**src/rtl/irq_pkg.sv**
```systemverilog
package irq_pkg;
  // number of request sources held in the control register
  localparam int N_SRC     = 3;
  localparam int REG_W     = 8;
  // field placement inside the control register
  localparam int GIE_BIT   = 7;
  localparam int EN_LSB    = 4;
  localparam int SPARE_BIT = 3;
  localparam int FLAG_LSB  = 0;

  // source index: flag at FLAG_LSB+idx, enable at EN_LSB+idx
  typedef enum int {
    SRC_CHG = 0,
    SRC_EXT = 1,
    SRC_TMR = 2
  } irq_src_e;
endpackage

```
**src/rtl/irq_edge_sync.sv**
```systemverilog
module irq_edge_sync #(
  parameter int STAGES = 2
) (
  input  logic clk,
  input  logic rst,
  input  logic pin,
  output logic rise
);
  logic [STAGES-1:0] sh_q;
  logic              last_q;

  always_ff @(posedge clk) begin
    if (rst) begin
      sh_q   <= '0;
      last_q <= 1'b0;
    end else begin
      sh_q[0] <= pin;
      for (int k = 1; k < STAGES; k++) begin
        sh_q[k] <= sh_q[k-1];
      end
      last_q <= sh_q[STAGES-1];
    end
  end

  assign rise = sh_q[STAGES-1] & ~last_q;
endmodule

```
**src/rtl/irq_ctrl_reg.sv**
```systemverilog
module irq_ctrl_reg
  import irq_pkg::*;
(
  input  logic             clk,
  input  logic             rst,
  input  logic             wr_en,
  input  logic [REG_W-1:0] wr_data,
  input  logic [N_SRC-1:0] ev,
  input  logic             hw_take,
  input  logic             retfie,
  output logic             gie,
  output logic [N_SRC-1:0] en,
  output logic [N_SRC-1:0] flag
);
  genvar i;
  generate
    for (i = 0; i < N_SRC; i++) begin : g_src
      // an event always wins over a clearing write
      always_ff @(posedge clk) begin
        if (rst) begin
          flag[i] <= 1'b0;
        end else begin
          flag[i] <= (wr_en ? wr_data[FLAG_LSB+i] : flag[i]) | ev[i];
        end
      end

      always_ff @(posedge clk) begin
        if (rst) begin
          en[i] <= 1'b0;
        end else if (wr_en) begin
          en[i] <= wr_data[EN_LSB+i];
        end
      end
    end
  endgenerate

  // priority: hardware take clear, then return, then software write
  always_ff @(posedge clk) begin
    if (rst) begin
      gie <= 1'b0;
    end else if (hw_take) begin
      gie <= 1'b0;
    end else if (retfie) begin
      gie <= 1'b1;
    end else if (wr_en) begin
      gie <= wr_data[GIE_BIT];
    end
  end
endmodule

```
**src/rtl/irq_take_seq.sv**
```systemverilog
module irq_take_seq (
  input  logic clk,
  input  logic rst,
  input  logic cyc_end,
  input  logic gie,
  input  logic pend,
  output logic take_now,
  output logic take_q,
  output logic nop_q
);
  logic armed_q;
  logic fire;

  assign fire     = cyc_end & armed_q;
  assign take_now = fire & gie;

  always_ff @(posedge clk) begin
    if (rst) begin
      armed_q <= 1'b0;
      take_q  <= 1'b0;
      nop_q   <= 1'b0;
    end else begin
      if (cyc_end) begin
        armed_q <= gie & pend & ~take_now;
      end
      take_q <= take_now;
      nop_q  <= fire & ~gie;
    end
  end
endmodule

```
**src/rtl/irq_unit.sv**
```systemverilog
module irq_unit
  import irq_pkg::*;
#(
  parameter int SYNC_STAGES = 2,
  parameter int PC_W        = 13,
  parameter int VEC_ADDR    = 4
) (
  input  logic            clk,
  input  logic            rst,
  input  logic            cyc_end,
  input  logic            ext_pin,
  input  logic            tmr_ovf,
  input  logic            pin_chg,
  input  logic            wr_en,
  input  logic [7:0]      wr_data,
  input  logic            retfie,
  output logic [7:0]      ctrl_rd,
  output logic            take_o,
  output logic            nop_o,
  output logic [PC_W-1:0] vec_o,
  output logic            wake_o
);
  localparam logic [PC_W-1:0] VEC = PC_W'(VEC_ADDR);

  logic             ext_rise;
  logic [N_SRC-1:0] ev;
  logic             gie;
  logic [N_SRC-1:0] en;
  logic [N_SRC-1:0] flag;
  logic             pend;
  logic             take_now;
  logic             wake_q;
  logic [PC_W-1:0]  vec_q;

  irq_edge_sync #(.STAGES(SYNC_STAGES)) u_sync (
    .clk  (clk),
    .rst  (rst),
    .pin  (ext_pin),
    .rise (ext_rise)
  );

  always_comb begin
    ev          = '0;
    ev[SRC_CHG] = pin_chg;
    ev[SRC_EXT] = ext_rise;
    ev[SRC_TMR] = tmr_ovf;
  end

  irq_ctrl_reg u_reg (
    .clk     (clk),
    .rst     (rst),
    .wr_en   (wr_en),
    .wr_data (wr_data),
    .ev      (ev),
    .hw_take (take_now),
    .retfie  (retfie),
    .gie     (gie),
    .en      (en),
    .flag    (flag)
  );

  assign pend = |(en & flag);

  irq_take_seq u_seq (
    .clk      (clk),
    .rst      (rst),
    .cyc_end  (cyc_end),
    .gie      (gie),
    .pend     (pend),
    .take_now (take_now),
    .take_q   (take_o),
    .nop_q    (nop_o)
  );

  always_ff @(posedge clk) begin
    if (rst) begin
      wake_q <= 1'b0;
      vec_q  <= '0;
    end else begin
      wake_q <= pend;
      vec_q  <= take_now ? VEC : '0;
    end
  end

  assign wake_o  = wake_q;
  assign vec_o   = vec_q;
  assign ctrl_rd = {gie, en, 1'b0, flag};
endmodule

```
**config.mk**
```make
export PLATFORM = sky130hd
export DESIGN_NAME = irq_unit
export DESIGN_NICKNAME = d
export VERILOG_FILES = /design/src/rtl/irq_pkg.sv /design/src/rtl/irq_edge_sync.sv /design/src/rtl/irq_ctrl_reg.sv /design/src/rtl/irq_take_seq.sv /design/src/rtl/irq_unit.sv
export SDC_FILE = /design/constraint.sdc
export NUM_CORES = 1
export LEC_CHECK = 0
export BUFFER_PORTS_ARGS = -buffer_cell sky130_fd_sc_hd__buf_2
export CAP_MARGIN = 10
export CELL_PAD_IN_SITES_DETAIL_PLACEMENT = 0
export CELL_PAD_IN_SITES_GLOBAL_PLACEMENT = 1
export CORE_AREA = 2 2 49 51
export DETAILED_ROUTE_END_ITERATION = 16
export DIE_AREA = 0 0 51 53
export PLACE_DENSITY_LB_ADDON = 0.05
export SETUP_SLACK_MARGIN = 0.3
export SYNTH_ARGS = -nofsm -noshare
export SYNTH_HDL_FRONTEND = slang
export SYNTH_HIERARCHICAL = 1
export SYNTH_SLANG_ARGS = --single-unit
```
**constraint.sdc**
```tcl
create_clock -name clk -period 1.5 [get_ports clk]
set_input_delay 0.375 -clock clk [delete_from_list [all_inputs] [get_ports clk]]
set_output_delay 0.375 -clock clk [all_outputs]
set_load 0.02 [all_outputs]
```
**Word-level counts from Yosys, hierarchy flattened**

Index checks and enable logic that the tools add are counted.

- Output and inout port bits: 24
- Bits of input ports: 16
- Word-level logic and storage cells: 36
- Bits in registers: 27

- Bitwise gates (word level): 13
- Reductions and logical operators: 3
- Muxes and demuxes: 6

Operators by type and width:

| operator | number |
|---|---|
| $and 1x1->1 | 6 |
| $mux 1 | 5 |
| $and 3x3->3 | 1 |
| $mux 3 | 1 |
| $not 1->1 | 3 |
| $or 1x1->1 | 3 |
| $reduce_or 3->1 | 1 |
| $reduce_bool 2->1 | 1 |
| $reduce_or 2->1 | 1 |

**Depth between registers and ports, before layout**

- Depth after elaboration: 4
- Gate-level depth with buffers: 4
- Depth with buffers taken out: 4

**Cells and area by module**

The synthesis kept the hierarchy.

Modules (own cells, without submodules):

| module | cells each | area an instance (µm²) | instances | sequential area each (µm²) |
|---|---|---|---|---|
| irq_ctrl_reg | 26 | 275.3 | 1 | 140.1 |
| irq_unit | 21 | 172.7 | 1 | 40.0 |
| irq_take_seq | 10 | 113.9 | 1 | 60.1 |
| irq_edge_sync | 7 | 87.6 | 1 | 60.1 |

**Least setup slack after synthesis**

No wires, ideal clock.

- Path kind: reg2reg
- Start: register u_reg.en[0]
- End: register u_seq.armed_q
- Arrival: 0.962 ns
- Required time: 1.383 ns
- Period minus slack after synthesis: 1.079 ns
- Cell stages (with the launch flop): 5
- Setup time: 0.117 ns
- Setup slack: 0.421 ns
- Buffers on the path: 0
- Cells stage by stage: dfxtp_1 > a222oi_1 > inv_1 > nand4b_1 > a21oi_1

- Cells in the longest elaborated chain, start to end: 4

RTL lines:

| element | RTL line | source |
|---|---|---|
| start: declaration | irq_ctrl_reg.sv:12 | `output logic [N_SRC-1:0] en,` |
| start signal: indexed assignment | irq_ctrl_reg.sv:31 | `en[i] <= wr_data[EN_LSB+i];` |
| $and 3x3->3 | irq_unit.sv:62 | `assign pend = \|(en & flag);` |
| $reduce_or 3->1 | irq_unit.sv:62 |  |
| net pend | irq_unit.sv:30 | `logic pend;` |
| $and 1x1->1 (2 in a row) | irq_take_seq.sv:24 | `armed_q <= gie & pend & ~take_now;` |
| end signal: assignment | irq_take_seq.sv:24 |  |
| end: declaration | irq_take_seq.sv:11 | `logic armed_q;` |

The timed path passes the listed nets, and every way through them passes these cells.
A chain may end at the register's enable or synchronous reset.

**Final worst setup path**

- Start: register u_reg.en[2]
- End: output ctrl_rd[6]

RTL lines:

| element | RTL line | source |
|---|---|---|
| end: declaration | irq_unit.sv:17 | `output logic [7:0] ctrl_rd,` |

No word-level cell between the ends.

==> impl_metrics.ini <==
[global_routing]
grt_pass1_vias = 440
grt_pass1_wl_mm = 1.81
gr-total-overflow = 0
grt_max_degree = 16
track_usage_pct = 9.16
antenna_found_initial = 0

[floorplan]
dieArea_um2 = 2700
initial_core_util_pct = 30.2
fp-row-count = 17
die_y_um = 53
dieWidth_um = 51
ios = 40
core-area_um2 = 2150

[clocking]
cts_tree = done
clock_latency_ns = 0.28
cts_buffers = 3
cts.htree.levels = 1
cts_sinks = 15
cts-root-buf = clkbuf_4
clockBufferDepth = 2
cts.clk_slew.worst_paths_ns = 0.08

[power_and_ir_drop]
ir_drop_v = 0.000533
power_density_nw_per_um2 = 987
leakagePower_nw = 0.406

[worst_hold_path]
hp-class = in2reg

[logic_synthesis]
synth_cell_types = 18
synth_area_leader_cell = dfxtp_1
yosys_register_bits = 15
yosys_warnings = 6
synth-seq-area-share_pct = 46.2
synth_top_area_share_pct = 46.2
syn_area_per_cell_um2 = 10.1
netlist_top_cells_area = dfxtp_1, buf_4, mux2i_1
synth.cell_area_um2 = 649
syn-instance-count = 64

[finish]
fin_util_pct = 36.9
final_common_cell = buf_2
area_growth_syn_to_layout_pct = 22.2
final_nets = 108
layout_common_cells = buf_2, conb_1, dfxtp_1
layout-drive-gt1-share_pct = 41.8
instances_no_fill = 119
n_fill_cell = 247
diodes = 0

[detailed_routing]
drt_wl_total_mm = 1.06
via_count = 449
postRouteAntennaNets = 0
firstDrtPassIters = 4
viasPerCell = 3.77
drc = 0
wire_per_inst_um = 8.89
drt_iter0_markers = 6

[setup_path]
cp_top_family = flip-flops
cpPeakStageDelay_ns = 0.36
start_kind = flop
required_ns = 1.12
worst_ep_arrival_time_ns = 0.78
slowest_stage = dfxtp_1
cp_max_fo = 3
critical_path_class = reg2out
path_buf_inv = 1
cp-end-kind = output port
cp_cell_sequence = buf_4

[place]
place_ws_ns = 0.367
place_inst = 114
dp_hpwl_um = 793
io_buffers = 25
routabilityCongestion = 0.635

[timing]
hold_viol = 0
fin_crit_sh_pct = 77.3
timing.final.crit_period_ns = 1.16
finalClockSkew_ns = 0.000641
fmax_mhz = 863
fin_hold_ws_ns = 0.300
rsz0062_at_grt = true
finalMaxSlewViolations = 0
setup_violations = 0
fin_tns_setup_ns = 0
setup_ws_ns = 0.341

[outcome]
outcome = complete, no violations

[run]
drv_cap = 0
## final cells by class
cell class | count | area, µm² | share of cell area [%]
Inverter | 5 | 18.8 | 2.37
Sequential cell | 15 | 307 | 38.6
Timing Repair Buffer | 26 | 148 | 18.6
Multi-Input combinational cell | 41 | 259 | 32.6
Tap cell | 28 | 35.0 | 4.42
Clock buffer | 4 | 26.3 | 3.31
## cells by family (layout without fill, tap and decap cells)
| logic type | count (synthesis) | count (layout) | synth area share [%] |
|---|---|---|---|
| AO/OA/AOI/OAI | 6 | 6 | 6.55 |
| other | 1 | 13 | 0.577 |
| flip-flops | 15 | 15 | 46.2 |
| buffers and inverters | 20 | 35 | 20.8 |
| multiplexers | 7 | 7 | 10.8 |
| AND/OR/NAND/NOR | 15 | 15 | 15.0 |
## registers in the layout (all words and copies together), names as in the netlist
signal / cells
vec_o: 1
u_seq/nop_q: 1
u_reg/en: 3
u_reg/flag: 3
u_sync/last_q: 1
u_sync/sh_q: 2
u_seq/take_q: 1
wake_o: 1
u_seq/armed_q: 1
u_reg/gie: 1
## where the power goes
part | leakage (nW) | internal, mW | switching [mW] | total [mW]
Sequential | 0.124 | 0.418 | 0.0115 | 0.430
Clock | 0.0150 | 0.103 | 0.119 | 0.222
Combinational | 0.266 | 0.0502 | 0.0810 | 0.131
Total | 0.406 | 0.572 | 0.211 | 0.783
## stage by stage
stage	instance area, µm²	power [mW]
floorplan	694	0.546
global placement	738	0.560
detailed placement	738	0.561
CTS	772	0.793
global route	793	0.836
finish	793	0.783
## routing by layer
layer,track usage (%),vias to the layer above,share of wire (%),wire [µm]
li1,-,234,-,-
met1,10.0,185,44,469
met2,15.8,28,42,441
met3,4.24,2,13,136
met4,2.70,0,0.95,10
met5,0,-,0,0
## synthesized netlist by cell type
master	n
a211oi_2	1
a21oi_1	4
a222oi_1	1
and3_4	1
buf_4	14
buf_6	1
conb_1	1
dfxtp_1	15
inv_1	5
mux2i_1	7
nand2_1	1
nand2b_1	1
nand4b_1	1
nor2_1	4
nor2b_1	4
nor2b_2	1
nor2b_4	1
nor3_1	1
## path summary, 6_finish.rpt
check / from / end / slack, ns / cells after the start
max: u_reg/en[2]$_SDFFE_PP0P_ / ctrl_rd[6] / 0.34 / 1
min: ext_pin / u_sync/sh_q[0]$_SDFF_PP0_ / 0.30 / 2
max reg2reg: u_reg/flag[0]$_SDFF_PP0_ / u_seq/armed_q$_SDFFE_PP0P_ / 0.38 / 4
min reg2reg: u_sync/sh_q[0]$_SDFF_PP0_ / u_sync/sh_q[1]$_SDFF_PP0_ / 0.44 / 1
## what timing repair did
item / in CTS / in global routing
cloned: 0 / 0
endpoints found under the setup margin: 2 / 7
gates resized for setup: 4 / 7
hold buffers: 0 / 0
pin swaps: 0 / 2
setup buffers: 0 / 1
Note: power is estimated with default switching activity, not from simulation.
